## src/rtl/edge_port_pkg.sv

```systemverilog
package edge_port_pkg;

  typedef enum logic [1:0] {
    SENSE_LEVEL = 2'b00,
    SENSE_RISE  = 2'b01,
    SENSE_FALL  = 2'b10,
    SENSE_BOTH  = 2'b11
  } sense_e;

  localparam int unsigned ADDR_W = 2;

  localparam logic [ADDR_W-1:0] ADDR_SENSE = 2'd0;
  localparam logic [ADDR_W-1:0] ADDR_DIR   = 2'd1;
  localparam logic [ADDR_W-1:0] ADDR_EN    = 2'd2;
  localparam logic [ADDR_W-1:0] ADDR_FLAG  = 2'd3;

endpackage

```

## src/rtl/edge_port_sync.sv

```systemverilog
module edge_port_sync #(
  parameter int unsigned WIDTH  = 8,
  parameter int unsigned STAGES = 2
) (
  input  logic             clk,
  input  logic             rst_n,
  input  logic [WIDTH-1:0] async_in,
  output logic [WIDTH-1:0] sync_out
);

  logic [WIDTH-1:0] stage_q [STAGES];

  // Reset to the idle-high level so no edge is seen when reset is released.
  always_ff @(posedge clk or negedge rst_n) begin
    if (!rst_n) stage_q[0] <= '1;
    else        stage_q[0] <= async_in;
  end

  for (genvar s = 1; s < STAGES; s++) begin : g_stage
    always_ff @(posedge clk or negedge rst_n) begin
      if (!rst_n) stage_q[s] <= '1;
      else        stage_q[s] <= stage_q[s-1];
    end
  end

  assign sync_out = stage_q[STAGES-1];

endmodule

```

## src/rtl/edge_port_regs.sv

```systemverilog
module edge_port_regs
  import edge_port_pkg::*;
#(
  parameter int unsigned NUM_PINS = 8,
  localparam int unsigned DATA_W  = 2 * NUM_PINS
) (
  input  logic                clk,
  input  logic                rst_n,
  input  logic                reg_wr,
  input  logic [ADDR_W-1:0]   reg_addr,
  input  logic [DATA_W-1:0]   reg_wdata,
  output logic [DATA_W-1:0]   reg_rdata,
  input  logic [NUM_PINS-1:0] flags,
  output logic [DATA_W-1:0]   sense_q,
  output logic [NUM_PINS-1:0] dir_q,
  output logic [NUM_PINS-1:0] en_q,
  output logic [NUM_PINS-1:0] clr_pulse
);

  localparam int unsigned PAD_W = DATA_W - NUM_PINS;

  always_ff @(posedge clk or negedge rst_n) begin
    if (!rst_n) begin
      sense_q <= '0;
      dir_q   <= '0;
      en_q    <= '0;
    end else if (reg_wr) begin
      case (reg_addr)
        ADDR_SENSE: sense_q <= reg_wdata;
        ADDR_DIR:   dir_q   <= reg_wdata[NUM_PINS-1:0];
        ADDR_EN:    en_q    <= reg_wdata[NUM_PINS-1:0];
        default:    ;
      endcase
    end
  end

  // Write-one-to-clear strobes toward the per-pin flags.
  always_comb begin
    clr_pulse = '0;
    if (reg_wr && reg_addr == ADDR_FLAG) clr_pulse = reg_wdata[NUM_PINS-1:0];
  end

  always_comb begin
    case (reg_addr)
      ADDR_SENSE: reg_rdata = sense_q;
      ADDR_DIR:   reg_rdata = {{PAD_W{1'b0}}, dir_q};
      ADDR_EN:    reg_rdata = {{PAD_W{1'b0}}, en_q};
      default:    reg_rdata = {{PAD_W{1'b0}}, flags};
    endcase
  end

endmodule

```

## src/rtl/edge_port_pin.sv

```systemverilog
module edge_port_pin
  import edge_port_pkg::*;
(
  input  logic       clk,
  input  logic       rst_n,
  input  logic       pin_s,
  input  logic [1:0] mode,
  input  logic       is_output,
  input  logic       enable,
  input  logic       clr,
  output logic       flag,
  output logic       req
);

  sense_e mode_e;
  logic   prev_q;
  logic   rise, fall, evt;

  assign mode_e = sense_e'(mode);

  always_ff @(posedge clk or negedge rst_n) begin
    if (!rst_n) prev_q <= 1'b1;
    else        prev_q <= pin_s;
  end

  assign rise = pin_s & ~prev_q;
  assign fall = ~pin_s & prev_q;

  always_comb begin
    case (mode_e)
      SENSE_RISE: evt = rise;
      SENSE_FALL: evt = fall;
      SENSE_BOTH: evt = rise | fall;
      default:    evt = 1'b0;
    endcase
    if (is_output) evt = 1'b0;
  end

  // A new event has priority over a clear in the same cycle.
  always_ff @(posedge clk or negedge rst_n) begin
    if (!rst_n)    flag <= 1'b0;
    else if (evt)  flag <= 1'b1;
    else if (clr)  flag <= 1'b0;
  end

  always_comb begin
    if (!enable || is_output)      req = 1'b0;
    else if (mode_e == SENSE_LEVEL) req = ~pin_s;
    else                           req = flag;
  end

  AST_LEVEL_NO_LATCH: assert property (@(posedge clk) disable iff (!rst_n)
    (flag && !$past(flag)) |-> ($past(mode) != SENSE_LEVEL));
  AST_FLAG_STICKY: assert property (@(posedge clk) disable iff (!rst_n)
    ($past(flag) && !$past(clr)) |-> flag);
  AST_EVENT_WINS: assert property (@(posedge clk) disable iff (!rst_n)
    $past(evt) |-> flag);

endmodule

```

## src/rtl/edge_irq_port.sv

```systemverilog
module edge_irq_port
  import edge_port_pkg::*;
#(
  parameter int unsigned NUM_PINS    = 8,
  parameter int unsigned SYNC_STAGES = 2,
  localparam int unsigned DATA_W     = 2 * NUM_PINS
) (
  input  logic                clk,
  input  logic                rst_n,
  input  logic                reg_wr,
  input  logic [ADDR_W-1:0]   reg_addr,
  input  logic [DATA_W-1:0]   reg_wdata,
  output logic [DATA_W-1:0]   reg_rdata,
  input  logic [NUM_PINS-1:0] pin_in,
  output logic [NUM_PINS-1:0] pin_dir,
  output logic [NUM_PINS-1:0] irq_req
);

  logic [NUM_PINS-1:0] pin_s;
  logic [DATA_W-1:0]   sense_q;
  logic [NUM_PINS-1:0] dir_q, en_q, clr_pulse, flags;

  edge_port_sync #(.WIDTH(NUM_PINS), .STAGES(SYNC_STAGES)) u_sync (
    .clk      (clk),
    .rst_n    (rst_n),
    .async_in (pin_in),
    .sync_out (pin_s)
  );

  edge_port_regs #(.NUM_PINS(NUM_PINS)) u_regs (
    .clk       (clk),
    .rst_n     (rst_n),
    .reg_wr    (reg_wr),
    .reg_addr  (reg_addr),
    .reg_wdata (reg_wdata),
    .reg_rdata (reg_rdata),
    .flags     (flags),
    .sense_q   (sense_q),
    .dir_q     (dir_q),
    .en_q      (en_q),
    .clr_pulse (clr_pulse)
  );

  for (genvar n = 0; n < NUM_PINS; n++) begin : g_pin
    if (n == 0) begin : g_reserved
      assign flags[n]   = 1'b0;
      assign irq_req[n] = 1'b0;
    end else begin : g_line
      edge_port_pin u_pin (
        .clk       (clk),
        .rst_n     (rst_n),
        .pin_s     (pin_s[n]),
        .mode      (sense_q[2*n+1 -: 2]),
        .is_output (dir_q[n]),
        .enable    (en_q[n]),
        .clr       (clr_pulse[n]),
        .flag      (flags[n]),
        .req       (irq_req[n])
      );
    end
  end

  assign pin_dir = dir_q;

  AST_OUTPUT_SILENT: assert property (@(posedge clk) disable iff (!rst_n)
    (pin_dir & irq_req) == '0);
  AST_ENABLE_GATES: assert property (@(posedge clk) disable iff (!rst_n)
    (~en_q & irq_req) == '0);

endmodule

```

## config.mk

```make
export PLATFORM = sky130hd
export DESIGN_NAME = edge_irq_port
export DESIGN_NICKNAME = d
export VERILOG_FILES = /design/src/rtl/edge_port_pkg.sv /design/src/rtl/edge_port_sync.sv /design/src/rtl/edge_port_regs.sv /design/src/rtl/edge_port_pin.sv /design/src/rtl/edge_irq_port.sv
export SDC_FILE = /design/constraint.sdc
export NUM_CORES = 1
export LEC_CHECK = 0
export ABC_AREA = 1
export BUFFER_PORTS_ARGS = -buffer_cell sky130_fd_sc_hd__buf_2
export CAP_MARGIN = 30
export CORE_MARGIN = 4
export CORE_UTILIZATION = 44
export DETAILED_ROUTE_END_ITERATION = 12
export GPL_TIMING_DRIVEN = 0
export PLACE_DENSITY = 0.66
export SETUP_SLACK_MARGIN = 0.1
export SKIP_LAST_GASP = 1
export SLEW_MARGIN = 20
export SYNTH_ARGS = -nofsm -noshare
export SYNTH_HDL_FRONTEND = slang
export SYNTH_SLANG_ARGS = --single-unit
```

## constraint.sdc

```tcl
create_clock -name clk -period 2.4 [get_ports clk]
set_clock_uncertainty 0.05 [all_clocks]
set_input_delay 0.12 -clock clk [delete_from_list [all_inputs] [get_ports clk]]
set_output_delay 0.12 -clock clk [all_outputs]
set_load 0.02 [all_outputs]
```

==> out/qor_table.md <==
| Result | This run | Unit |
|---|---|---|
| Via density per instance | 4.62 | - |
| Post-CTS clock slew at the launch and capture registers of the worst setup and hold paths | 80 | ps |
| Vias | 2585 | - |
| Worst slack, placed | 1080 | ps |
| Antenna cells | 0 | - |
| Final Critical Period | 1590 | ps |
| Post-synth top area cell | dfrtp_1 | - |
| Area contributors post-synth | dfrtp_1, dfstp_2, nand2_1 | - |
| Number of buffers inserted by hold repair at cts | 23 | - |
| Buffer depth of the longest clock path | 2 | - |
| Area post-placement | 0.00349 | mm^2 |
| Buffers inserted during post-CTS setup optimization | 0 | - |
| R2R Setup Slk | 1140 | ps |
| Worst Setup Path Type | flop to primary output | - |
| Number of remaining DRC errors | 0 | - |
| Required time of the critical path | 2230 | ps |
| TritonCTS clock tree | yes | - |
| Synthesized area | 0.00308 | mm^2 |
| Y dimension of the die | 91.7 | um |
| Max-Cap Viols | 0 | - |
| Critical path peak fanout | 4 | - |
| Fin util | 58.1 | % |
| Leakage dissipation | 2.08 | nW |
| CP max stage cell | dfrtp_1 | - |
| Number of antenna-violating nets in the routed design | 0 | - |
| Final instance area | 0.00395 | mm^2 |
| Number of global-route vias before repair | 2580 | - |
| Result of the run | completed | - |
| Number of nets in the finished design | 502 | - |
| Mean Syn Cell Area | 8.40 | um^2 |
| Endpoint type of the worst setup path | primary output | - |
| Post-Syn Instances | 367 | - |
| Drt first pass iters | 4 | - |
| Setup Total Neg Slack | 0 | ps |
| Floorplan die area | 0.00841 | mm^2 |
| RSZ-0062 raised after global routing | false | - |
| Pin slew with the least headroom to its limit | 750 | ps |
| Buffers on Ports | 58 | - |
| Beginning of the worst register-to-register path | g_pin[2].g_line.u_pin.prev_q | - |
| Clock H-tree levels | 3 | - |
| Netlist cell types | 20 | - |
| Slack of the critical path | 811 | ps |
| Worst rel slew slack | 50.0 | % |
| Global-route usage over all layers | 18.0 | % |
| Pwr/cell area | 758 | mW/mm^2 |
| Cell at the root of the clock tree | clkbuf_8 | - |
| Routed WL | 7.07 | mm |
| Maximum number of pins on one net before global-route repair | 61 | - |
| Initial antenna violation count | 0 | - |
| Syn-to-layout area delta | 28.1 | % |
| Number of pins with negative max-slew slack in the final report | 0 | - |
| Total area of multi-input combinational cells | 0.00121 | mm^2 |
| Startpoint type of the worst setup path | flop | - |
| Num rows | 30 | - |
| Family with the most delay on the worst path | flip-flops | - |
| Power, Total | 2.99 | mW |
| Final setup violating endpoints | 0 | - |
| Warnings, synthesis | 0 | - |
| Fraction of the yosys area taken by sequential cells | 49.6 | % |
| Final GP Congestion | 0.801 | - |
| Most used cells in the layout excluding fill and tap cells | nand2_1, buf_2, inv_1, dfrtp_1, nor2_1 | - |
| Number of nets in the synthesized netlist | 410 | - |
| Share of post-route cells with drive strength above 1 | 30.4 | % |
| Die outline width | 91.7 | um |
| Cells along the critical path | inv_1 > nand3_1 > a21oi_1 > buf_4 > buf_2 | - |
| Resized Gates After CTS | 0 | - |
| First-pass GRT wire length | 11.8 | mm |
| Worst Min Path Start | reg_wdata[0] | - |
| Hold Crit Class | primary input to flop | - |
| Fmax | 0.629 | GHz |
| Routed wire per std cell | 12.6 | um |
| Overflow left after global routing | 0 | - |
| Highest ir drop seen on vdd | 0.000448 | V |
| Critical path launch point | u_regs.sense_q[8] | - |
| Post-synthesis register bit count | 60 | - |
| Most common cell after layout, fill and taps aside | nand2_1 | - |
| Clock latency of the later-clocked register in the worst-skew pair | 350 | ps |
| DRT iter0 DRCs | 104 | - |
| # fillers | 614 | - |
| Storage cell area | 0.00153 | mm^2 |
| Half-perimeter wire length of the detailed placement result | 4.84 | mm |
| Top Ports | 61 | - |
| Number of clock sinks | 60 | - |
| Area inside the core boundary | 0.00679 | mm^2 |
| Stage delay of the slowest cell on the critical path | 410 | ps |
| Critical path buffer and inverter count | 3 | - |
| Final hold vios | 0 | - |
| Initial core utilization | 45.4 | % |
| Fraction of synthesized cell area taken by the top area cell type | 31.7 | % |
| Clock buffers created by TritonCTS | 9 | - |
| Crit path arrival time | 1420 | ps |
| Post-route fraction of the period consumed by the critical path | 66.2 | % |
==> cells in the mapped netlist <==
| cell type | number |
|---|---|
| dfrtp_1 | 39 |
| inv_2 | 2 |
| nand2_2 | 3 |
| buf_6 | 2 |
| ha_1 | 14 |
| dfstp_2 | 21 |
| buf_4 | 15 |
| o21ai_1 | 2 |
| a21oi_1 | 15 |
| nand3_1 | 12 |
| nand2_4 | 2 |
| inv_1 | 50 |
| nor2_1 | 34 |
| nand4_1 | 7 |
| o21ai_2 | 16 |
| conb_1 | 1 |
| o21ai_0 | 20 |
| nand2_1 | 106 |
| nor2_4 | 3 |
| buf_2 | 3 |
==> cells by family after synthesis <==
| group | after synthesis | synth area share, % |
|---|---|---|
| other | 1 | 0.122 |
| adders and majority gates | 14 | 5.68 |
| and+or+nand+nor | 167 | 22.9 |
| AOI/OAI and AO/OA | 53 | 10.6 |
| buffers and inverters | 72 | 11.2 |
| DFF | 60 | 49.6 |
==> path summary, 6_finish.rpt <==
| kind | to | cells after the start |
|---|---|---|
| min in group asynchronous | u_regs.sense_q[12] | 2 |
| worst min register to register | u_sync.sync_out[4] | 0 |
| worst max register to register | g_pin[2].g_line.u_pin.flag | 7 |
| worst max-delay path | irq_req[4] | 5 |
| max in group asynchronous | g_pin[2].g_line.u_pin.flag | 2 |
| worst min-delay path | u_regs.en_q[0] | 3 |
==> metal layers <==
layer | global-route usage (%) | part of all wire, % | vias to the layer above
met5 | 0 | 0 | -
met4 | 9.90 | 2.5 | 0
met3 | 2.71 | 4.4 | 15
met2 | 30.3 | 50 | 60
met1 | 22.2 | 43 | 1196
li1 | - | - | 1314
==> power by group <==
part | switching [mW] | internal, mW
clock | 0.432 | 0.591
sequential | 0.131 | 1.16
combinational | 0.391 | 0.289
total | 0.954 | 2.04
==> area by class of cell <==
cell class | count | area share, %
Buffer | 20 | 3.80
Clock buffer | 9 | 3.14
Clock inverter | 7 | 2.53
Inverter | 52 | 4.94
Multi-Input combinational cell | 235 | 30.6
Sequential cell | 60 | 38.7
Tap cell | 96 | 3.04
Timing Repair Buffer | 81 | 13.2
==> tightest hold or removal path, cell delays in order <==
cell     delay, ps
buf_2           70
inv_1           80
o21ai_2        140
==> metrics by stage <==
| stage | hold slack (ps) | std cells |
|---|---|---|
| 5_1_grt | 45.4 | 560 |
| 2_1_floorplan | -226 | 367 |
| 4_1_cts | 31.8 | 560 |
| 3_5_place_dp | 176 | 521 |
| 6_report | 39.7 | 560 |
| 3_3_place_gp | 175 | 521 |
==> sequential cells by signal (all words and copies together) (netlist names) <==
signal and count:
u_sync.stage_q 7, u_regs.en_q 8, g_pin.g_line.u_pin.flag 7, u_regs.dir_q 8, u_sync.sync_out 7, u_regs.sense_q 16, g_pin.g_line.u_pin.prev_q 7
Note: power is estimated with default switching activity, not from simulation.
